`src/rtl/mlt3_pkg.sv`:
```
package mlt3_pkg;

    localparam int SCR_W   = 11;
    localparam int TAP_HI  = 10;
    localparam int TAP_LO  = 8;

    typedef enum logic [1:0] {
        LV_ZERO = 2'd0,
        LV_POS  = 2'd1,
        LV_NEG  = 2'd2
    } level_t;

    typedef enum logic {
        DS_LOAD = 1'b0,
        DS_RUN  = 1'b1
    } ds_mode_t;

    typedef struct packed {
        logic vld;
        logic bit_v;
    } nrz_t;

    function automatic level_t sym_to_level(input logic [1:0] s);
        case (s)
            2'b01:   return LV_POS;
            2'b11:   return LV_NEG;
            default: return LV_ZERO;
        endcase
    endfunction

    function automatic logic key_bit(input logic [SCR_W-1:0] st);
        return st[TAP_HI] ^ st[TAP_LO];
    endfunction

endpackage

```
`src/rtl/mlt3_line_decode.sv`:
```
module mlt3_line_decode
    import mlt3_pkg::*;
(
    input  logic       clk,
    input  logic       rst,
    input  logic [1:0] sym_in,
    input  logic       sym_vld,
    output nrz_t       nrz
);
    level_t prev_lvl;
    level_t cur_lvl;

    always_comb cur_lvl = sym_to_level(sym_in);

    always_ff @(posedge clk) begin
        if (rst) begin
            prev_lvl  <= LV_ZERO;
            nrz       <= '0;
        end else begin
            nrz.vld   <= sym_vld;
            if (sym_vld) begin
                nrz.bit_v <= (cur_lvl != prev_lvl);
                prev_lvl  <= cur_lvl;
            end
        end
    end

    // a cycle without a valid level leaves the stored level alone
    a_r2_hold_level: assert property (@(posedge clk) disable iff (rst)
        !sym_vld |=> $stable(prev_lvl));

endmodule

```
`src/rtl/mlt3_self_sync.sv`:
```
module mlt3_self_sync
    import mlt3_pkg::*;
(
    input  logic clk,
    input  logic rst,
    input  nrz_t nrz,
    input  logic resync,
    output nrz_t plain
);
    localparam int LDW = $clog2(SCR_W + 1);

    logic [SCR_W-1:0] st;
    ds_mode_t         mode;
    logic [LDW-1:0]   ld_cnt;
    logic             ks;

    always_comb ks = key_bit(st);

    always_ff @(posedge clk) begin
        if (rst) begin
            st     <= '0;
            mode   <= DS_LOAD;
            ld_cnt <= '0;
            plain  <= '0;
        end else if (resync) begin
            mode   <= DS_LOAD;
            ld_cnt <= '0;
            plain  <= '0;
        end else begin
            plain.vld <= nrz.vld && (mode == DS_RUN);
            if (nrz.vld) begin
                if (mode == DS_LOAD) begin
                    st <= {st[SCR_W-2:0], ~nrz.bit_v};
                    if (ld_cnt == LDW'(SCR_W - 1)) begin
                        mode   <= DS_RUN;
                        ld_cnt <= '0;
                    end else begin
                        ld_cnt <= ld_cnt + 1'b1;
                    end
                end else begin
                    st          <= {st[SCR_W-2:0], ks};
                    plain.bit_v <= nrz.bit_v ^ ks;
                end
            end
        end
    end

    // nothing valid leaves while the register is being loaded
    a_r3_load_silent: assert property (@(posedge clk) disable iff (rst)
        (mode == DS_LOAD) |=> !plain.vld);

    // a resync request always restarts loading
    a_r7_resync_reload: assert property (@(posedge clk) disable iff (rst)
        resync |=> (mode == DS_LOAD) && (ld_cnt == '0));

endmodule

```
`src/rtl/mlt3_lock_mon.sv`:
```
module mlt3_lock_mon
    import mlt3_pkg::*;
#(
    parameter int LOCK_RUN = 60,
    parameter int TIMEOUT  = 512
) (
    input  logic clk,
    input  logic rst,
    input  nrz_t plain,
    output logic locked,
    output logic resync
);
    localparam int RW = $clog2(LOCK_RUN + 1);
    localparam int TW = $clog2(TIMEOUT + 1);

    logic [RW-1:0] run_cnt;
    logic [TW-1:0] tmo_cnt;
    logic          run_full;

    always_comb run_full = (run_cnt == RW'(LOCK_RUN));

    always_ff @(posedge clk) begin
        if (rst) begin
            run_cnt <= '0;
            tmo_cnt <= '0;
            locked  <= 1'b0;
            resync  <= 1'b0;
        end else begin
            resync <= 1'b0;
            if (resync) begin
                run_cnt <= '0;
                tmo_cnt <= '0;
            end else if (plain.vld) begin
                if (!plain.bit_v) begin
                    run_cnt <= '0;
                end else if (!run_full) begin
                    run_cnt <= run_cnt + 1'b1;
                end
                if (plain.bit_v && (run_cnt == RW'(LOCK_RUN - 1))) begin
                    locked  <= 1'b1;
                    tmo_cnt <= '0;
                end else if (run_full && plain.bit_v) begin
                    tmo_cnt <= '0;
                end else if (tmo_cnt == TW'(TIMEOUT - 1)) begin
                    locked  <= 1'b0;
                    resync  <= 1'b1;
                    tmo_cnt <= '0;
                end else begin
                    tmo_cnt <= tmo_cnt + 1'b1;
                end
            end
        end
    end

    // lock only rises on a valid descrambled one
    a_r6_lock_on_one: assert property (@(posedge clk) disable iff (rst)
        $rose(locked) |-> $past(plain.vld && plain.bit_v));

    // a timeout leaves the block unlocked
    a_r7_drop_lock: assert property (@(posedge clk) disable iff (rst)
        resync |-> !locked);

    a_r7_single_pulse: assert property (@(posedge clk) disable iff (rst)
        resync |=> !resync);

endmodule

```
`src/rtl/mlt3_descrambler.sv`:
```
module mlt3_descrambler
    import mlt3_pkg::*;
#(
    parameter int LOCK_RUN = 60,
    parameter int TIMEOUT  = 512
) (
    input  logic       clk,
    input  logic       rst,
    input  logic [1:0] sym_in,
    input  logic       sym_vld,
    output logic       bit_out,
    output logic       bit_vld,
    output logic       locked
);
    nrz_t nrz;
    nrz_t plain;
    logic resync;

    mlt3_line_decode u_dec (
        .clk    (clk),
        .rst    (rst),
        .sym_in (sym_in),
        .sym_vld(sym_vld),
        .nrz    (nrz)
    );

    mlt3_self_sync u_sync (
        .clk   (clk),
        .rst   (rst),
        .nrz   (nrz),
        .resync(resync),
        .plain (plain)
    );

    mlt3_lock_mon #(.LOCK_RUN(LOCK_RUN), .TIMEOUT(TIMEOUT)) u_mon (
        .clk   (clk),
        .rst   (rst),
        .plain (plain),
        .locked(locked),
        .resync(resync)
    );

    assign bit_out = plain.bit_v;
    assign bit_vld = plain.vld;

    // a valid output needs a valid symbol two cycles earlier
    a_r5_latency: assert property (@(posedge clk) disable iff (rst)
        bit_vld |-> $past(sym_vld, 2));

endmodule

```
`config.mk`:
```
export PLATFORM = sky130hd
export DESIGN_NAME = mlt3_descrambler
export DESIGN_NICKNAME = d
export VERILOG_FILES = /design/src/rtl/mlt3_pkg.sv /design/src/rtl/mlt3_line_decode.sv /design/src/rtl/mlt3_self_sync.sv /design/src/rtl/mlt3_lock_mon.sv /design/src/rtl/mlt3_descrambler.sv
export SDC_FILE = /design/constraint.sdc
export NUM_CORES = 1
export LEC_CHECK = 0
export CORE_MARGIN = 3
export CORE_UTILIZATION = 63
export DETAILED_ROUTE_END_ITERATION = 8
export GPL_ROUTABILITY_DRIVEN = 0
export PLACE_DENSITY = 0.83
export SETUP_SLACK_MARGIN = 0.4
export SLEW_MARGIN = 20
export SYNTH_ARGS = -nofsm -noshare
export SYNTH_HDL_FRONTEND = slang
export SYNTH_SLANG_ARGS = --single-unit
```
`constraint.sdc`:
```
create_clock -name clk -period 3.59 [get_ports clk]
set_input_delay 0.359 -clock clk [delete_from_list [all_inputs] [get_ports clk]]
set_output_delay 0.359 -clock clk [all_outputs]
set_load 0.1 [all_outputs]
```
* After elaboration in Yosys (flattened, before gate mapping)
Index checks and enable logic that the tools add are counted.
** Storage, ports and cells
- Bits in registers :: 40
- Output and inout port bits :: 3
** Operators by class
- Equality and inequality tests :: 9
- Multiplexer cells :: 14
- Add/subtract/negate cells :: 3
- Bitwise logic cells :: 6
- Reductions and logical operators :: 11
** Operators by type and width (number)
- 2-to-1 mux 10 bit :: 3
- == test 6 bit (second input constant) :: 2
- 2-to-1 mux 6 bit :: 2
- adder 10 x 1 -> 10 bit (second input constant) :: 1
- == test 10 x 9 -> 1 bit (second input constant) :: 1
- AND reduction 2 bit :: 4
- 2-to-1 mux 1 bit :: 7
- adder 6 x 1 -> 6 bit (second input constant) :: 1
- OR reduction 5 bit :: 1
- adder 4 x 1 -> 4 bit (second input constant) :: 1
- == test 4 bit (second input constant) :: 1
- 2-to-1 mux 4 bit :: 1
- inverter 1 bit :: 4
- case mux 2 bit (2 select lines) :: 1
- AND reduction 4 bit :: 1
- logical AND 1 bit :: 3
- == test 2 x 1 -> 1 bit (second input constant) :: 1
- == test 2 bit (second input constant) :: 1
- inequality test 2 x 1 -> 1 bit (second input constant) :: 1
- inequality test 2 bit :: 1
- inequality test 2 bit (second input constant) :: 1
- nonzero test 2 bit :: 1
- OR reduction 2 bit :: 1
- XOR 1 bit :: 2

* Depth between registers and ports, before layout
- Word-level depth :: 4
- Depth in mapped cells :: 6

* By module
Synthesis repeated with hierarchy kept, for this count alone.
** Second synthesis, totals
- Cell total of the unflattened synthesis :: 222
- Area total of the unflattened synthesis :: 1835.5 um2
** By module, submodules not included
- mlt3_lock_mon :: times used 1, sequential area each 360.3 um2, cells each 116, area each 957.2 um2
- mlt3_self_sync :: times used 1, sequential area each 360.3 um2, cells each 89, area each 714.4 um2
- mlt3_line_decode :: times used 1, sequential area each 80.1 um2, cells each 17, area each 163.9 um2

* Worst setup path after synthesis
Ideal clock, no wire load.
- Kind :: register -> register
- Start :: register, netlist name u_sync.plain[0]
- End :: register u_mon.tmo_cnt[3]
- Path slack :: 1.423 ns
- Setup time :: 0.132 ns
- Clock period less this slack :: 2.167 ns
- Path buffers :: 1
- Data required time :: 3.458 ns
- Arrival :: 2.035 ns
- Stages on the path, launching flop included :: 6
- Cell sequence :: dfxtp_1 > and4_1 > clkbuf_1 > nand2_1 > a31oi_1 > nor2_1
** On the way
- Word-level cells in the longest chain between the ends :: 3
- Elaborated cells between the ends (all ways) :: 4
- Those cells by class :: 2 x mux; 2 x reduce/logical
** RTL lines
- logical AND 1 bit :: RTL line mlt3_lock_mon.sv:42 : end else if (run_full && plain.bit_v) begin
- 2-to-1 mux 10 bit :: RTL line mlt3_lock_mon.sv:42
- 2-to-1 mux 10 bit (*) :: RTL line mlt3_lock_mon.sv:39 : if (plain.bit_v && (run_cnt == RW'(LOCK_RUN - 1))) begin
- end signal, assigned :: RTL line mlt3_lock_mon.sv:49 : tmo_cnt <= tmo_cnt + 1'b1;
- end, declared :: RTL line mlt3_lock_mon.sv:17 : logic [TW-1:0] tmo_cnt;
Mark *: on every way between the ends. The rest lies on a longest branch, timed or not.
A chain may end at the register's enable or synchronous reset.

* Final worst setup path
- Start :: register, netlist name u_sync.plain[1]
- End :: output bit_vld
** RTL lines
- end, declared :: RTL line mlt3_descrambler.sv:12 : output logic bit_vld,
No word-level cell between the ends.

==> out/qor.txt <==
Status: complete, no violations
DR vias/cell: 5.83
Max-slew headroom: 0.358
Die Y: 59.0 µm
Share of cells above drive strength 1: 0.0682
Max incr delay on CP: 1220 ps
Min-delay worst type: flip-flop to flip-flop
Clock Pin Slew Worst Setup and Hold Paths: 110 ps
Num rows: 18
Total die area: 3480 µm²
Peak supply drop: 0.400 mV
First-pass detailed-route iteration total: 4
Worst Path Max Fanout: 16
Inserted Clock Buffers: 5
Delay-heaviest family, CP: buffers and inverters
Path type of the worst setup path: flip-flop to output port
Top routing layer in use: met4
Met1 Wirelength: 1440 µm
N_diodes: 0
Fmax: 0.391 GHz
Fin crit share: 0.712
Layout filler cell count: 199
Buffers and inverters on the worst path: 1
Post-synthesis sequential area ratio: 0.453
Top cells by area, synth: dfxtp_1, nand2_1, a21oi_1, nor2_1, xnor2_1
Fin Hold WS: 463 ps
Post-Route WL: 3210 µm
DR WL/cell: 12.8 µm
YS warnings: 0
CP Data Required Time: 3230 ps
I/O Buffers: 7
Starting Density: 0.688
Num Clock Sinks: 40
Core area: 2570 µm²
Hold_buf cts: 0
EDFF count, synth: 0
Post-Syn Area: 1770 µm²
Initial antenna violation count: 0
Clock root buffer: clkbuf_4
CTS tree: yes
Pwr dens: 376 nW/µm²
DRC: 0
Met2 wire length: 1560 µm
Die Width: 59.0 µm
Tmin final: 2560 ps
H-tree depth: 2
Gr ovfl total: 0
Final setup vio count: 0
HPWL after DPL: 2280 µm
All-Layer GR Usage: 0.224
Vias in the first global route: 1395
CP max stage cell: clkdlybuf4s50_1
Antenna Violating Nets Remaining: 0
Endpoints failing hold: 0
Worst skew pair latency: 350 ps
Gates resized, CTS repair: 0
Post-synth cell types: 37
Synth top area share: 0.453
Largest net degree at the start of global routing: 19
Clock Skew: 10.5 ps
Avg Inst Size Synth: 8.29 µm²
First-pass GRT wire length: 5860 µm
Final TNS setup: 0 ps
Synth Flop Type: dfxtp_1
Flip-flop and latch count after synthesis: 40
Async S/R FF share, synth: 0
Syn-to-layout area delta: 7.86%
Final nets: 227
RSZ-0062 raised after global routing: no
Synth cell count leaders: dfxtp_1, nand2_1, a21oi_1, nor2_1, xnor2_1
Vias after detailed routing: 1457
Max Cap Violations: 0
Setup slack, reg-to-reg: 1670 ps
Cell taking the most area after synthesis: dfxtp_1
Mapped Nets: 221
Lkg Pwr: 0.630 nW
Mapped Cells: 213
Startpoint Class: flip-flop
Crit-path cells: clkdlybuf4s50_1
DR iter-0 viols: 80
Setup bufs post-CTS: 0
Io pins: 8
Most frequent cell after synthesis: dfxtp_1
Met3 Routed Length: 129 µm
Largest buffer count on any clock path: 2
Max-slew violation count: 0
Worst Setup End Kind: output port
WP data arrival: 2200 ps
Worst-Margin Slew: 960 ps
-- through the flow --
| stage | cell area [µm²] | cells | setup WS (ps) | power, mW | util |
|---|---|---|---|---|---|
| 2_1_floorplan | 1770 | 213 | 1420 | 0.482 | - |
| 3_3_place_gp | 1840 | 242 | 1360 | 0.490 | 0.718 |
| 3_5_place_dp | 1840 | 242 | 1260 | 0.491 | 0.718 |
| 4_1_cts | 1910 | 250 | 1020 | 0.722 | 0.742 |
| 5_1_grt | 1910 | 250 | 927 | 0.748 | 0.742 |
| 6_report | 1910 | 250 | 1030 | 0.717 | 0.742 |
-- per-layer routing --
| layer | global-route usage | up-vias |
|---|---|---|
| li1 | - | 743 |
| met1 | 0.254 | 667 |
| met2 | 0.383 | 37 |
| met3 | 0.0482 | 10 |
| met4 | 0.129 | 0 |
| met5 | 0 | - |
-- kinds of logic (layout without fill, tap and decap cells) --
group	Yosys count	after routing	share of synthesized area
muxes	3	3	0.0184
buffers and inverters	14	21	0.0297
xor gates and xnor gates	12	12	0.0595
DFF	40	40	0.453
adders and majority gates	3	3	0.0212
and+or+nand+nor	99	99	0.279
AOI/OAI and AO/OA	42	42	0.139
-- worst min-delay path, stage by stage, from the launching register on --
cell     delay [ps]
dfxtp_1         330
nand2_1          50
a21oi_1          50
-- layout make-up --
cell class / instances / area, µm² / share of cell area
clock inverter: 2 / 10.0 / 0.00525
tap: 30 / 37.5 / 0.0197
timing repair buffer: 7 / 70.1 / 0.0368
sequential: 40 / 801 / 0.420
inverter: 6 / 22.5 / 0.0118
clock buffer: 6 / 51.3 / 0.0269
multi-input combinational: 159 / 913 / 0.479
-- path summary, 6_finish.rpt --
path,from,end,cells past startpoint
setup reg to reg,u_mon.tmo_cnt[0],u_mon.tmo_cnt[4],5
hold / removal,u_sync.st[7],u_sync.st[7],2
setup / recovery,u_sync.plain[1],bit_vld,1
hold reg to reg,u_sync.st[7],u_sync.st[7],2
-- placed cells by master, fill, tap and decap left out, drive strengths merged, types with 2 or more instances in the layout --
master and instances:
nand4b 2, clkinv 2, ha 3, xnor2 9, nand3b 2, clkbuf 6
a21oi 24, a31o 2, a31oi 2, xor2 3, dfxtp 40, mux2 2
nand2b 5, o21ai 6, or3 3, nor2 24, nor3 3, clkdlybuf4s50 7
nand3 7, inv 6, nor2b 6, nor3b 2, nand2 33, nand4 6
a211oi 3
-- registers in the layout, summed over array words and instances, names as in the netlist --
signal	count
u_sync.st	11
u_dec.nrz	2
u_sync.ld_cnt	4
u_sync.mode	1
u_sync.plain	2
u_mon.run_cnt	6
u_mon.resync	1
u_mon.locked	1
u_mon.tmo_cnt	10
u_dec.prev_lvl	2
-- power by group --
| part | total, mW | switching [mW] | internal [mW] | leakage (nW) |
|---|---|---|---|---|
| sequential | 0.453 | 0.00468 | 0.448 | 0.323 |
| clock | 0.235 | 0.142 | 0.0932 | 0.0380 |
| combinational | 0.0288 | 0.0176 | 0.0112 | 0.269 |
Power figures use the tool's default switching activity.
